File: src/rtl/sbs_pkg.sv
package sbs_pkg;
  localparam int NCH  = 3;
  localparam int DW   = 10;
  localparam int AW   = 3;
  typedef enum logic {ST_IDLE = 1'b0, ST_HOLD = 1'b1} hold_st_e;
endpackage

File: src/rtl/sbs_limit_regs.sv
module sbs_limit_regs #(
  parameter int NCH = 3,
  parameter int DW  = 10,
  parameter int AW  = 3
) (
  input  logic                    clk,
  input  logic                    rst_n,
  input  logic                    cfg_we,
  input  logic [AW-1:0]           cfg_addr,
  input  logic [DW-1:0]           cfg_wdata,
  output logic [NCH-1:0][DW-1:0]  lim_lo,
  output logic [NCH-1:0][DW-1:0]  lim_hi,
  output logic                    force_nom
);
  localparam logic [AW-1:0] CTRL_ADDR = AW'(2 * NCH);

  logic [NCH-1:0][DW-1:0] lo_q, lo_d, hi_q, hi_d;
  logic                   frc_q, frc_d;

  always_comb begin
    lo_d  = lo_q;
    hi_d  = hi_q;
    frc_d = frc_q;
    if (cfg_we) begin
      for (int ch = 0; ch < NCH; ch++) begin
        if (cfg_addr == AW'(2 * ch))     lo_d[ch] = cfg_wdata;
        if (cfg_addr == AW'(2 * ch + 1)) hi_d[ch] = cfg_wdata;
      end
      if (cfg_addr == CTRL_ADDR) frc_d = cfg_wdata[0];
    end
  end

  always_ff @(posedge clk or negedge rst_n) begin
    if (!rst_n) begin
      lo_q  <= '0;
      hi_q  <= '1;
      frc_q <= 1'b0;
    end else begin
      lo_q  <= lo_d;
      hi_q  <= hi_d;
      frc_q <= frc_d;
    end
  end

  assign lim_lo    = lo_q;
  assign lim_hi    = hi_q;
  assign force_nom = frc_q;
endmodule

File: src/rtl/sbs_window.sv
module sbs_window #(
  parameter int DW = 10
) (
  input  logic [DW-1:0] value,
  input  logic [DW-1:0] lower,
  input  logic [DW-1:0] upper,
  output logic          outside
);
  always_comb outside = (value < lower) || (value > upper);
endmodule

File: src/rtl/sbs_hold_ctrl.sv
module sbs_hold_ctrl
  import sbs_pkg::*;
#(
  parameter int NCH = 3,
  parameter int DW  = 10
) (
  input  logic                    clk,
  input  logic                    rst_n,
  input  logic                    smp_strobe,
  input  logic                    smp_good,
  input  logic [NCH-1:0][DW-1:0]  smp_vals,
  input  logic [NCH-1:0]          chan_oor,
  input  logic                    force_nom,
  input  logic                    op_start,
  input  logic                    op_done,
  output logic [NCH-1:0][DW-1:0]  held_vals,
  output logic                    clk_sel,
  output logic                    busy,
  output logic                    stat_boost,
  output logic [NCH-1:0]          stat_oor
);
  hold_st_e               st_q, st_d;
  logic [NCH-1:0][DW-1:0] held_q, held_d;
  logic                   fresh_q, fresh_d;
  logic                   sel_q, sel_d;
  logic                   sb_q, sb_d;
  logic [NCH-1:0]         oor_q, oor_d;
  logic                   decide, boost_ok;

  always_comb begin
    decide   = (st_q == ST_IDLE) && op_start;
    boost_ok = fresh_q && !force_nom && !(|chan_oor);

    held_d  = smp_strobe ? smp_vals : held_q;
    fresh_d = fresh_q;
    if (decide)     fresh_d = 1'b0;
    if (smp_strobe) fresh_d = smp_good;

    st_d  = st_q;
    sel_d = sel_q;
    sb_d  = sb_q;
    oor_d = oor_q;
    unique case (st_q)
      ST_IDLE: if (op_start) begin
        st_d  = ST_HOLD;
        sel_d = boost_ok;
        sb_d  = boost_ok;
        oor_d = chan_oor;
      end
      ST_HOLD: if (op_done) begin
        st_d  = ST_IDLE;
        sel_d = 1'b0;
      end
      default: st_d = ST_IDLE;
    endcase
  end

  always_ff @(posedge clk or negedge rst_n) begin
    if (!rst_n) begin
      st_q    <= ST_IDLE;
      held_q  <= '0;
      fresh_q <= 1'b0;
      sel_q   <= 1'b0;
      sb_q    <= 1'b0;
      oor_q   <= '0;
    end else begin
      st_q    <= st_d;
      held_q  <= held_d;
      fresh_q <= fresh_d;
      sel_q   <= sel_d;
      sb_q    <= sb_d;
      oor_q   <= oor_d;
    end
  end

  assign held_vals  = held_q;
  assign clk_sel    = sel_q;
  assign busy       = (st_q == ST_HOLD);
  assign stat_boost = sb_q;
  assign stat_oor   = oor_q;
endmodule

File: src/rtl/safe_boost_sel.sv
module safe_boost_sel #(
  parameter int DW = sbs_pkg::DW,
  parameter int AW = sbs_pkg::AW
) (
  input  logic          clk,
  input  logic          rst_n,
  input  logic          cfg_we,
  input  logic [AW-1:0] cfg_addr,
  input  logic [DW-1:0] cfg_wdata,
  input  logic          smp_strobe,
  input  logic          smp_good,
  input  logic [DW-1:0] smp_temp,
  input  logic [DW-1:0] smp_vcore,
  input  logic [DW-1:0] smp_vaux,
  input  logic          op_start,
  input  logic          op_done,
  output logic          clk_sel,
  output logic          busy,
  output logic          stat_boost,
  output logic [2:0]    stat_oor
);
  localparam int NCH = sbs_pkg::NCH;

  logic [NCH-1:0][DW-1:0] lim_lo, lim_hi, smp_vals, held_vals;
  logic [NCH-1:0]         chan_oor;
  logic                   force_nom;

  assign smp_vals = {smp_vaux, smp_vcore, smp_temp};

  sbs_limit_regs #(.NCH(NCH), .DW(DW), .AW(AW)) u_regs (
    .clk(clk), .rst_n(rst_n), .cfg_we(cfg_we), .cfg_addr(cfg_addr),
    .cfg_wdata(cfg_wdata), .lim_lo(lim_lo), .lim_hi(lim_hi),
    .force_nom(force_nom)
  );

  for (genvar g = 0; g < NCH; g++) begin : g_win
    sbs_window #(.DW(DW)) u_win (
      .value(held_vals[g]), .lower(lim_lo[g]), .upper(lim_hi[g]),
      .outside(chan_oor[g])
    );
  end

  sbs_hold_ctrl #(.NCH(NCH), .DW(DW)) u_ctrl (
    .clk(clk), .rst_n(rst_n), .smp_strobe(smp_strobe), .smp_good(smp_good),
    .smp_vals(smp_vals), .chan_oor(chan_oor), .force_nom(force_nom),
    .op_start(op_start), .op_done(op_done), .held_vals(held_vals),
    .clk_sel(clk_sel), .busy(busy), .stat_boost(stat_boost),
    .stat_oor(stat_oor)
  );
endmodule

File: config.mk
export PLATFORM = sky130hd
export DESIGN_NAME = safe_boost_sel
export DESIGN_NICKNAME = d
export VERILOG_FILES = /design/src/rtl/sbs_pkg.sv /design/src/rtl/sbs_limit_regs.sv /design/src/rtl/sbs_window.sv /design/src/rtl/sbs_hold_ctrl.sv /design/src/rtl/safe_boost_sel.sv
export SDC_FILE = /design/constraint.sdc
export NUM_CORES = 1
export LEC_CHECK = 0
export ABC_CLOCK_PERIOD_IN_PS = 5300
export BUFFER_PORTS_ARGS = -buffer_cell sky130_fd_sc_hd__buf_2
export CAP_MARGIN = 40
export CORE_ASPECT_RATIO = 1.1
export CORE_MARGIN = 1.5
export CORE_UTILIZATION = 40
export CTS_CLUSTER_SIZE = 24
export DETAILED_ROUTE_END_ITERATION = 10
export HOLD_SLACK_MARGIN = 0.15
export MAX_ROUTING_LAYER = met4
export PLACE_DENSITY_LB_ADDON = 0.1
export SYNTH_ARGS = -nofsm -noshare
export SYNTH_HDL_FRONTEND = slang
export SYNTH_SLANG_ARGS = --single-unit
File: constraint.sdc
create_clock -name clk -period 5.3 [get_ports clk]
set_input_delay 1.59 -clock clk [delete_from_list [all_inputs] [get_ports clk]]
set_output_delay 1.59 -clock clk [all_outputs]
set_load 0.05 [all_outputs]
==> results.json <==
{
  "hold_buffers": 0,
  "number_of_warnings_printed_during_yosys_synthesis": 0,
  "p_sw_share_pct": 29.7,
  "cts.sink_count": 98,
  "route.detailed.wl_per_inst_um": 15.9,
  "timing_worst_slew_pin_value_ns": 0.888,
  "io_pins": 56,
  "outcome": "complete, no violations",
  "rsz_0062_raised_after_global_routing": "no",
  "max_cap_violations": 0,
  "finalPower_mw": 2.28,
  "synth.ff_latch_count": 98,
  "worst-endpoint-arrival_ns": 2.94,
  "post_cts_buffers": 0,
  "antenna_left": 0,
  "placed_cells_incl_taps": 673,
  "cellLeakagePower_nw": 2.77,
  "die_width_um": 111,
  "h_tree_lvl_count": 3,
  "initialDrtViolationCount": 101,
  "critPathRequiredTime_ns": 5.58,
  "seq_power_share_pct": 43.1,
  "reg2reg_to": "u_ctrl.clk_sel",
  "syn_to_final_growth_pct": 15.4,
  "yosys.area.top_type": "sky130_fd_sc_hd__dfrtp_1",
  "design.core.area_um2": 12600,
  "synth.most_common_cell": "sky130_fd_sc_hd__dfrtp_1",
  "final-hold-violation-count": 0,
  "tcrit_tclk_final_pct": 50.2,
  "clkLatencyLatePin_ns": 0.35,
  "synth_area_leaders": "sky130_fd_sc_hd__dfrtp_1 33%, sky130_fd_sc_hd__dfstp_2 15%, sky130_fd_sc_hd__ha_1 14%, sky130_fd_sc_hd__mux2_2 11%, sky130_fd_sc_hd__o21ai_0 4.5%",
  "netSwitchingPower_uw": 677,
  "hpwlAfterDp_um": 8110,
  "post-synth-top-area-fraction_pct": 33.1,
  "total_number_of_nets_in_the_final_design": 635,
  "dpl_worst_slack_ns": 2.26,
  "timing.final.ws_setup_ns": 2.64,
  "post_synth_most_frequent_cells": "68 x sky130_fd_sc_hd__dfrtp_1, 60 x sky130_fd_sc_hd__inv_1, 60 x sky130_fd_sc_hd__nand2_1",
  "fin_setup_tns_ns": 0,
  "cts-resized-gates": 0,
  "min_path_type": "reg -> reg",
  "setup.reg_to_reg.worst_slack_ns": 3.02,
  "synth-edff-count": 0,
  "grt_util_all_layers_pct": 18.2,
  "grt_antenna_before_repair": 1,
  "io_buffers": 55,
  "hold_start": "u_ctrl.clk_sel",
  "grt_pass1_wl_um": 18200,
  "cts_tree": "built",
  "finalMaxSlewViolations": 0,
  "chipHeight_um": 122,
  "finalNonFillerCells": 691,
  "synthCells": 471,
  "max-clock-path-buffers": 2,
  "drt_pass1_iterations": 4,
  "via_count": 3525,
  "power.share.combinational_pct": 25.2,
  "reg_to_reg_startpoint": "u_ctrl.held_vals[3]",
  "criticalPathCategory": "in -> reg",
  "hold_depth": 1,
  "drc_errors": 0,
  "reg2regPathDepth": 7,
  "postSynth.asyncResetShare_pct": 100,
  "clk_root_buffer_cell": "sky130_fd_sc_hd__clkbuf_16",
  "postSynthNetCount": 578,
  "crit_fanout": 19,
  "layout.core_utilization_pct": 47.1,
  "final.min_clock_period_ns": 2.66,
  "fillCellCount": 1224,
  "detailed_place.area_um2": 5590,
  "syn_avg_cell_area_um2": 10.9,
  "seq_area_frac_synth_pct": 48.4,
  "initial_core_util_pct": 40.8,
  "vias_per_cell": 5.10,
  "maxSlewHeadroom_pct": 40.6,
  "hold_path_end": "u_ctrl.clk_sel",
  "synth.distinct_cells": 35,
  "maxClockFrequency_ghz": 0.376,
  "numCtsBuffers": 9,
  "vias_in_the_first_global_route": 3491,
  "finalWirelength_um": 11000,
  "final_cell_area_um2": 5930,
  "power.density_nw_per_um2": 384,
  "p_int_mw": 1.60,
  "fp.dieArea_um2": 13500,
  "finalSetupViolCount": 0,
  "pin_count_of_the_biggest_net_entering_global_routing": 63,
  "crit_start": "cfg_addr[1]",
  "critical_path.startpoint_type": "input port",
  "timing.clock.skew_ns": 0.00890,
  "clk_transition_reported_paths_ns": 0.07,
  "fin_hold_ws_ns": 0.475,
  "rows": 43,
  "layout-drive-gt1-share_pct": 31.0,
  "gp_congestion": 0.806,
  "most_common_flop_cell_mapped_by_yosys": "sky130_fd_sc_hd__dfrtp_1",
  "peakVddDrop_mv": 0.143,
  "clock_power_share_pct": 31.7,
  "critPathCaptureType": "flop",
  "grt_overflow": 0,
  "syn_area_um2": 5140
}
==> layout by cell type (no fill, tap or decap), drive strengths merged <==
master	instances
nor4	4
diode	1
o21ai	49
nand4	9
mux2	52
clkinv	2
o211ai	3
o32ai	3
nor3	5
a211oi	6
buf	58
a21oi	20
nand2	60
nor2	4
a21o	5
dfrtp	68
nor3b	5
nand2b	8
ha	57
dfstp	30
clkbuf	12
nand4b	3
a41oi	3
inv	60
nand3b	1
nor2b	1
bufinv	2
o31ai	3
==> critical path: stages <==
cell and delay, ns:
sky130_fd_sc_hd__buf_2 0.13, sky130_fd_sc_hd__nand2b_4 0.18, sky130_fd_sc_hd__nor3b_4 0.63, sky130_fd_sc_hd__mux2_2 0.41
==> per-layer routing <==
layer | wire length (um) | GRT usage (%) | vias up
li1 | - | - | 1756
met1 | 5380 | 24.2 | 1692
met2 | 5010 | 27.4 | 54
met3 | 301 | 3.03 | 23
met4 | 303 | 8.62 | 0
met5 | 0 | - | -
==> logic make-up after synthesis <==
group,synth area share (%)
AND/OR/NAND/NOR,10.4
flip-flops,48.4
AO/OA/AOI/OAI,10.5
buffers and inverters,5.48
adder cells (fa/ha/maj),13.9
multiplexers,11.4
==> sequential cells by signal, indices dropped and copies added (netlist names) <==
signal             cells
u_ctrl.busy            1
u_ctrl.held_vals      30
u_ctrl.clk_sel         1
u_ctrl.stat_oor        3
u_regs.lim_hi         30
u_ctrl.fresh_q         1
u_regs.force_nom       1
u_regs.lim_lo         30
u_ctrl.stat_boost      1
==> final cells by class <==
class	count	area (um2)	area share [%]
Inverter	60	225	3.80
Clock inverter	4	73.8	1.24
Clock buffer	12	256	4.32
Tap cell	157	196	3.31
Timing Repair Buffer	58	320	5.40
Antenna cell	1	2.50	0.0422
Sequential cell	98	2490	42.0
Multi-Input combinational cell	301	2370	39.9
==> power by group through the flow <==
| stage | sequential, mW | clock, mW | combinational, mW |
|---|---|---|---|
| 2_1_floorplan | 1.01 | 0 | 0.384 |
| 3_3_place_gp | 0.992 | 0 | 0.558 |
| 3_5_place_dp | 0.996 | 0 | 0.579 |
| 4_1_cts | 0.983 | 0.744 | 0.584 |
| 5_1_grt | 0.996 | 0.767 | 0.663 |
| 6_report | 0.980 | 0.722 | 0.574 |
==> how the worst max path moves through the flow <==
stage | endpoint | slack (ns) | cells after the start
after floorplan | u_regs.lim_lo[10] | 2.64 | 3
after global placement | u_regs.lim_lo[10] | 2.28 | 3
after detailed placement | u_regs.lim_lo[10] | 2.26 | 3
after CTS | u_regs.lim_lo[10] | 2.64 | 3
after global routing | u_regs.lim_hi[0] | 2.53 | 4
final | u_regs.lim_hi[0] | 2.64 | 4
Power figures use the tool's default switching activity.
